## src/rtl/softstart_pkg.sv

```systemverilog
package softstart_pkg;
  localparam int unsigned SS_STEPS      = 64;
  localparam int unsigned SS_TICKS_STEP = 32;
  localparam int unsigned SS_STEP_W     = $clog2(SS_STEPS);
  localparam int unsigned SS_CYC_W      = $clog2(SS_TICKS_STEP);

  typedef logic [SS_STEP_W-1:0] ss_code_t;
endpackage

```

## src/rtl/softstart_tick_div.sv

```systemverilog
module softstart_tick_div #(
  parameter int unsigned TICKS_PER_STEP = 32,
  localparam int unsigned CW = (TICKS_PER_STEP > 1) ? $clog2(TICKS_PER_STEP) : 1
) (
  input  logic clk,
  input  logic rst_n,
  input  logic clear,
  input  logic run,
  input  logic tick,
  output logic step_adv
);
  localparam logic [CW-1:0] CNT_LAST = CW'(TICKS_PER_STEP - 1);

  logic [CW-1:0] cnt_q, cnt_d;
  logic          cnt_en;

  always_comb begin
    cnt_en   = clear | (run & tick);
    step_adv = ~clear & run & tick & (cnt_q == CNT_LAST);
    if (clear)                 cnt_d = '0;
    else if (cnt_q == CNT_LAST) cnt_d = '0;
    else                       cnt_d = cnt_q + 1'b1;
  end

  always_ff @(posedge clk or negedge rst_n) begin
    if (!rst_n)      cnt_q <= '0;
    else if (cnt_en) cnt_q <= cnt_d;
  end

  // a clear always leaves the tick counter at zero
  a_r7_cnt_cleared: assert property (@(posedge clk) disable iff (!rst_n)
    clear |=> cnt_q == '0);
  // without a tick the counter holds
  a_r3_cnt_holds: assert property (@(posedge clk) disable iff (!rst_n)
    (!clear && !tick) |=> $stable(cnt_q));
endmodule

```

## src/rtl/softstart_step_ctr.sv

```systemverilog
module softstart_step_ctr #(
  parameter int unsigned STEPS = 64,
  localparam int unsigned SW = (STEPS > 1) ? $clog2(STEPS) : 1
) (
  input  logic          clk,
  input  logic          rst_n,
  input  logic          clear,
  input  logic          step_adv,
  output logic [SW-1:0] code,
  output logic          done
);
  localparam logic [SW-1:0] CODE_TOP = SW'(STEPS - 1);

  logic [SW-1:0] code_q, code_d;
  logic          done_q, done_d;
  logic          upd_en;

  always_comb begin
    upd_en = clear | step_adv;
    code_d = code_q;
    done_d = done_q;
    if (clear) begin
      code_d = '0;
      done_d = 1'b0;
    end else if (step_adv) begin
      if (code_q == CODE_TOP) done_d = 1'b1;
      else                    code_d = code_q + 1'b1;
    end
  end

  always_ff @(posedge clk or negedge rst_n) begin
    if (!rst_n) begin
      code_q <= '0;
      done_q <= 1'b0;
    end else if (upd_en) begin
      code_q <= code_d;
      done_q <= done_d;
    end
  end

  assign code = code_q;
  assign done = done_q;

  // done only ever accompanies full scale
  a_r5_done_at_top: assert property (@(posedge clk) disable iff (!rst_n)
    done_q |-> code_q == CODE_TOP);
  // code rises by at most one and never falls unless cleared
  a_r4_monotonic: assert property (@(posedge clk) disable iff (!rst_n)
    !clear |=> (code_q == $past(code_q)) || (code_q == $past(code_q) + 1'b1));
endmodule

```

## src/rtl/softstart_ref_seq.sv

```systemverilog
module softstart_ref_seq
  import softstart_pkg::*;
#(
  parameter int unsigned STEPS          = SS_STEPS,
  parameter int unsigned TICKS_PER_STEP = SS_TICKS_STEP,
  localparam int unsigned SW = (STEPS > 1) ? $clog2(STEPS) : 1
) (
  input  logic          clk,
  input  logic          rst_n,
  input  logic          en,
  input  logic          restart,
  input  logic          sw_tick,
  output logic [SW-1:0] ramp_code,
  output logic          ref_valid,
  output logic          ramp_done
);
  logic clear;
  logic run;
  logic step_adv;
  logic done_w;
  logic valid_q, valid_d;

  always_comb begin
    clear   = ~en | restart;
    run     = ~done_w;
    valid_d = en & ~restart;
  end

  softstart_tick_div #(
    .TICKS_PER_STEP(TICKS_PER_STEP)
  ) u_div (
    .clk     (clk),
    .rst_n   (rst_n),
    .clear   (clear),
    .run     (run),
    .tick    (sw_tick),
    .step_adv(step_adv)
  );

  softstart_step_ctr #(
    .STEPS(STEPS)
  ) u_step (
    .clk     (clk),
    .rst_n   (rst_n),
    .clear   (clear),
    .step_adv(step_adv),
    .code    (ramp_code),
    .done    (done_w)
  );

  always_ff @(posedge clk or negedge rst_n) begin
    if (!rst_n) valid_q <= 1'b0;
    else        valid_q <= valid_d;
  end

  assign ref_valid = valid_q;
  assign ramp_done = done_w;

  // dropping enable clears all outputs on the next edge
  a_r6_disable_clears: assert property (@(posedge clk) disable iff (!rst_n)
    !en |=> (ramp_code == '0) && !ramp_done && !ref_valid);
  // outputs move only on ticks while running
  a_r3_tick_only: assert property (@(posedge clk) disable iff (!rst_n)
    (en && !restart && !sw_tick) |=> $stable(ramp_code) && $stable(ramp_done));
  // valid follows an enabled, non-restarted cycle
  a_r8_valid: assert property (@(posedge clk) disable iff (!rst_n)
    (en && !restart) |=> ref_valid);
endmodule

```

## config.mk

```make
export PLATFORM = sky130hd
export DESIGN_NAME = softstart_ref_seq
export DESIGN_NICKNAME = d
export VERILOG_FILES = /design/src/rtl/softstart_pkg.sv /design/src/rtl/softstart_tick_div.sv /design/src/rtl/softstart_step_ctr.sv /design/src/rtl/softstart_ref_seq.sv
export SDC_FILE = /design/constraint.sdc
export NUM_CORES = 1
export LEC_CHECK = 0
export BUFFER_PORTS_ARGS = -buffer_cell sky130_fd_sc_hd__buf_2
export CAP_MARGIN = 20
export CORE_AREA = 2 2 41 43
export DETAILED_ROUTE_END_ITERATION = 8
export DIE_AREA = 0 0 43 45
export GPL_TIMING_DRIVEN = 0
export PLACE_DENSITY = 0.72
export SETUP_SLACK_MARGIN = 0.05
export SLEW_MARGIN = 40
export SYNTH_ARGS = -nofsm -noshare
export SYNTH_HDL_FRONTEND = slang
export SYNTH_SLANG_ARGS = --single-unit
```

## constraint.sdc

```tcl
create_clock -name clk -period 2.12 [get_ports clk]
set_clock_uncertainty 0.05 [all_clocks]
set_input_delay 0.424 -clock clk [delete_from_list [all_inputs] [get_ports clk]]
set_output_delay 0.424 -clock clk [all_outputs]
set_load 0.02 [all_outputs]
```

# After elaboration in Yosys (flattened, before gate mapping)
# Cells that the tools add are included.
# totals
mem_bits_rw	0
mem_bits_ro	0
latch_bits	0
wordCells	33
inputBits	5
output_inout_bits	8
mem_count	0
reg_bits	13
# classes
order_cmp	0
div	0
n_shift	0
mux	8
n_reduce_logical	4
add_sub_neg	2
n_bitwise	12
n_eq_ne	3
n_mul	0
# ops
operator	n
$mux 6	3
$mux 5	2
$add 6x1->6 const B	1
$eq 6x6->1 const B	1
$reduce_and 3->1	2
$add 5x1->5 const B	1
$and 1x1->1	5
$eq 5x5->1 const B	1
$not 1->1	4
$reduce_bool 2->1	2
$mux 1	3
$or 1x1->1	3
$ne 2x2->1 const B	1

# Depth between registers and ports, before layout
# depth
word_depth	8
depth_mapped	6
ltp_nobuf	6

# Modules after synthesis
# Synthesis repeated with hierarchy kept, for this count alone.
# unflattened
hier_cells	76
area_unflattened_um2	713.2
# by_module_without_submodules
mod	n_inst	cells_each	seq_area_each_um2	area_per_inst_um2
softstart_step_ctr	1	44	175.2	402.9
softstart_tick_div	1	28	125.1	269.0
softstart_ref_seq	1	4	25.0	41.3

# Least setup slack after synthesis
# Ideal clock, no wire load.
# synth_path
path_kind	reg2reg
startpoint	register u_div.cnt_q[0]
endpoint	register u_step.code_q[5] (netlist: u_step.code[5])
t_required_ns	1.983
period_less_slack_ns	1.787
stages_incl_launch_ff	7
path_slack_ns	0.333
arrival_time_ns	1.650
n_path_buf	0
setup_ns	0.087
path_cell_list	dfrtp_1 -> ha_1 -> and3_1 -> ha_1 -> and4b_1 -> and4b_1 -> a211oi_2
# synth_via
elab_chain_len	4
elab_cells_between_ends	5
cone_classes	eq/ne (1); bitwise (2); reduce/logical (2)
# synth_rtl
item	line	source
start: declaration	softstart_tick_div.sv:14	logic [CW-1:0] cnt_q, cnt_d;
start signal: assignment	softstart_tick_div.sv:27	else if (cnt_en) cnt_q <= cnt_d;
$eq 5x5->1 (*)	softstart_tick_div.sv:19	step_adv = ~clear & run & tick & (cnt_q == CNT_LAST);
$and 1x1->1 (*)	softstart_tick_div.sv:19	
$reduce_bool 2->1 (no source line) or $or 1x1->1 (tied branches)	n/a	
$reduce_and 3->1 (no source line) (*)	n/a	
end signal: assignment	softstart_step_ctr.sv:36	code_q <= code_d;
end: declaration	softstart_step_ctr.sv:14	logic [SW-1:0] code_q, code_d;
# Mark *: on every way between the ends. The rest lies on a longest branch, timed or not.
# A chain may end at the register's enable or synchronous reset.

# Worst setup path in the final report
# layout_path
startpoint	register u_div.cnt_q[0]
endpoint	register u_step.code_q[2] (netlist: u_step.code[2])
# The elaborated chain is that of the path after synthesis.

==> metrics.txt <==
Tmin final=1.92 ns; Post-Syn Nets=75; DP Worst Slack=0.153 ns; Seq cells post-synth=13; Worst Setup Start Kind=flop; initial drt markers=8; Synth Area per Inst=10.9 um^2; Max Cap Viol=0; most frequent cells in the layout=13 x buf_2, 13 x dfrtp_1, 7 x nand2_1; crit-path max cell delay=0.41 ns; crit path max fanout=7; Slew @ Worst Pin=0.360 ns; Worst setup EP type=flop; ys async rst share=100%; layout cells sized above 1=28.6%; latest clock arrival within the worst-skew pair=0.27 ns; CTS tree=yes; Post-Route Utilization=57.7%; PwrDens=510 nW/um^2; WL per Instance=13.0 um; mapped cell area=729 um^2; fin crit share=90.8%; Hold WS=0.456 ns; Total Routing Usage GR=16.1%; Ys Warns=0; # rows=14; I/O Pins=13; met2 routed WL=577 um; Area Overhead vs Synth=16.3%; cells along the critical path=ha_1 > and3_1 > ha_2 > nand2_2 > a2111oi_2 > mux2i_1; CP delay by family, top=adder cells; final WL=1300 um; Clock transition at path regs=0.08 ns; Slew Limit Fails=0; sequential share of the synthesized area=44.6%; FF-to-FF setup slack=0.20 ns; Syn Inst Count=67; critical path's slowest cell=dfrtp_1; unrepaired setup endpoints after global routing=no; HPWL Detailed=954 um; WS Path Type=flop to flop; grt ovf=0; final setup vio count=0; VDD IR max=0.291 mV; met3 WL post-DR=69 um; initial antenna violation count=0; Worst EP required=2.27 ns; Initial Util=49.6%; path category of the worst min-delay check=flop to flop; top sig layer=met4; Routed Antenna Nets=0; Fin Setup TNS=0 ns; H-tree Lvls=1; Final Power=433 uW; Post-CTS Setup Bufs=0; Die Width=43 um; maximum buffer depth of the clock tree=2; core box area=1470 um^2; Fin. Hold Viols=0; Buf+Inv Stages, Crit Path=0; Synth cell types=30; Die Ht=45 um; Setup WS post-layout=0.195 ns; Post-synth EDFFs=0; Static Leak=0.380 nW; port bufs=12; Residual DRC=0; Die Footprint=1940 um^2; clk sink count=13; total number of vias=565; DRT Pass-1 Iters=4; Final GP Congestion=0.734; Final #Nets=93; Slew HR=75.9%; pin count of the biggest net entering global routing=14; ys flop type=dfrtp_1; met1 wire length=639 um; Root Buffer=clkbuf_4; vias in the first global route=499; Antenna Cells=0; fmax=520 MHz; first-pass GRT wire length=2240 um; vias per inst=5.65; CTS Buf Count=3; WP data arrival=2.07 ns; outcome=completed
## power breakdown
| group | internal (mW) | switching [mW] |
|---|---|---|
| sequential | 0.250 | 0.00152 |
| combinational | 0.0105 | 0.0180 |
| clock | 0.0728 | 0.0805 |
## flip-flops by register name, summed over array words and instances (netlist names)
name         flops
u_step.done      1
ref_valid        1
u_div.cnt_q      5
u_step.code      6
## layer usage
| layer | global-route usage, % | vias to the layer above |
|---|---|---|
| met4 | 7.27 | 0 |
| li1 | - | 290 |
| met1 | 22.8 | 260 |
| met5 | 0 | - |
| met3 | 4.40 | 2 |
| met2 | 23.0 | 13 |
## worst paths after layout
check | to | cells after the start | startpoint
hold reg to reg | u_div.cnt_q[3] | 1 | u_div.cnt_q[3]
min in group asynchronous | u_step.code[4] | 2 | rst_n
hold / removal | u_div.cnt_q[3] | 1 | u_div.cnt_q[3]
max in group asynchronous | u_step.code[1] | 2 | rst_n
setup / recovery | u_step.code[2] | 6 | u_div.cnt_q[0]
setup reg to reg | u_step.code[2] | 6 | u_div.cnt_q[0]
## kinds of logic after synthesis
group / synth area share (%)
AND/OR/NAND/NOR: 25.9
AO/OA/AOI/OAI: 14.4
flip-flops: 44.6
multiplexers: 8.23
buffers and inverters: 1.71
adder cells (fa/ha/maj): 5.15
## worst register-to-register path, stage by stage, from the launching register on
cell and delay (ns):
dfrtp_1 0.41, ha_1 0.20, and3_1 0.18, ha_2 0.26
nand2_2 0.10, a2111oi_2 0.41, mux2i_1 0.23
## timing repair
action                                  4_1_cts  5_1_grt
endpoints found under the setup margin        0        1
hold buffers                                  1        0
gates resized for setup                       0        1
hold endpoints to repair                     13        0
## cell usage after synthesis, drive strengths merged, types with 2 or more instances
master / instances / share of area [%]
mux2i: 6 / 8.2
a21oi: 2 / 1.4
dfrtp: 13 / 45
and3: 2 / 1.7
a31oi: 3 / 2.6
ha: 3 / 5.1
a211oi: 3 / 4.5
nor2: 4 / 2.1
and4b: 2 / 2.7
nand2: 8 / 4.5
nand2b: 5 / 5.3
## area by class of cell
type                    count  area (um^2)
plain buffers               1         5.00
clock buffers               4         26.3
fillers                   155          623
inverters                   2         7.51
multi-input cells          51          394
flip-flops and latches     13          325
well taps                  16         20.0
repair buffers             13         70.1
## per-stage QoR
step	area, um^2	cells
after global placement	810	95
after detailed placement	810	95
final	848	100
after global routing	848	100
after floorplan	729	67
after CTS	846	100
No activity file was read; power rests on OpenSTA's default activity.
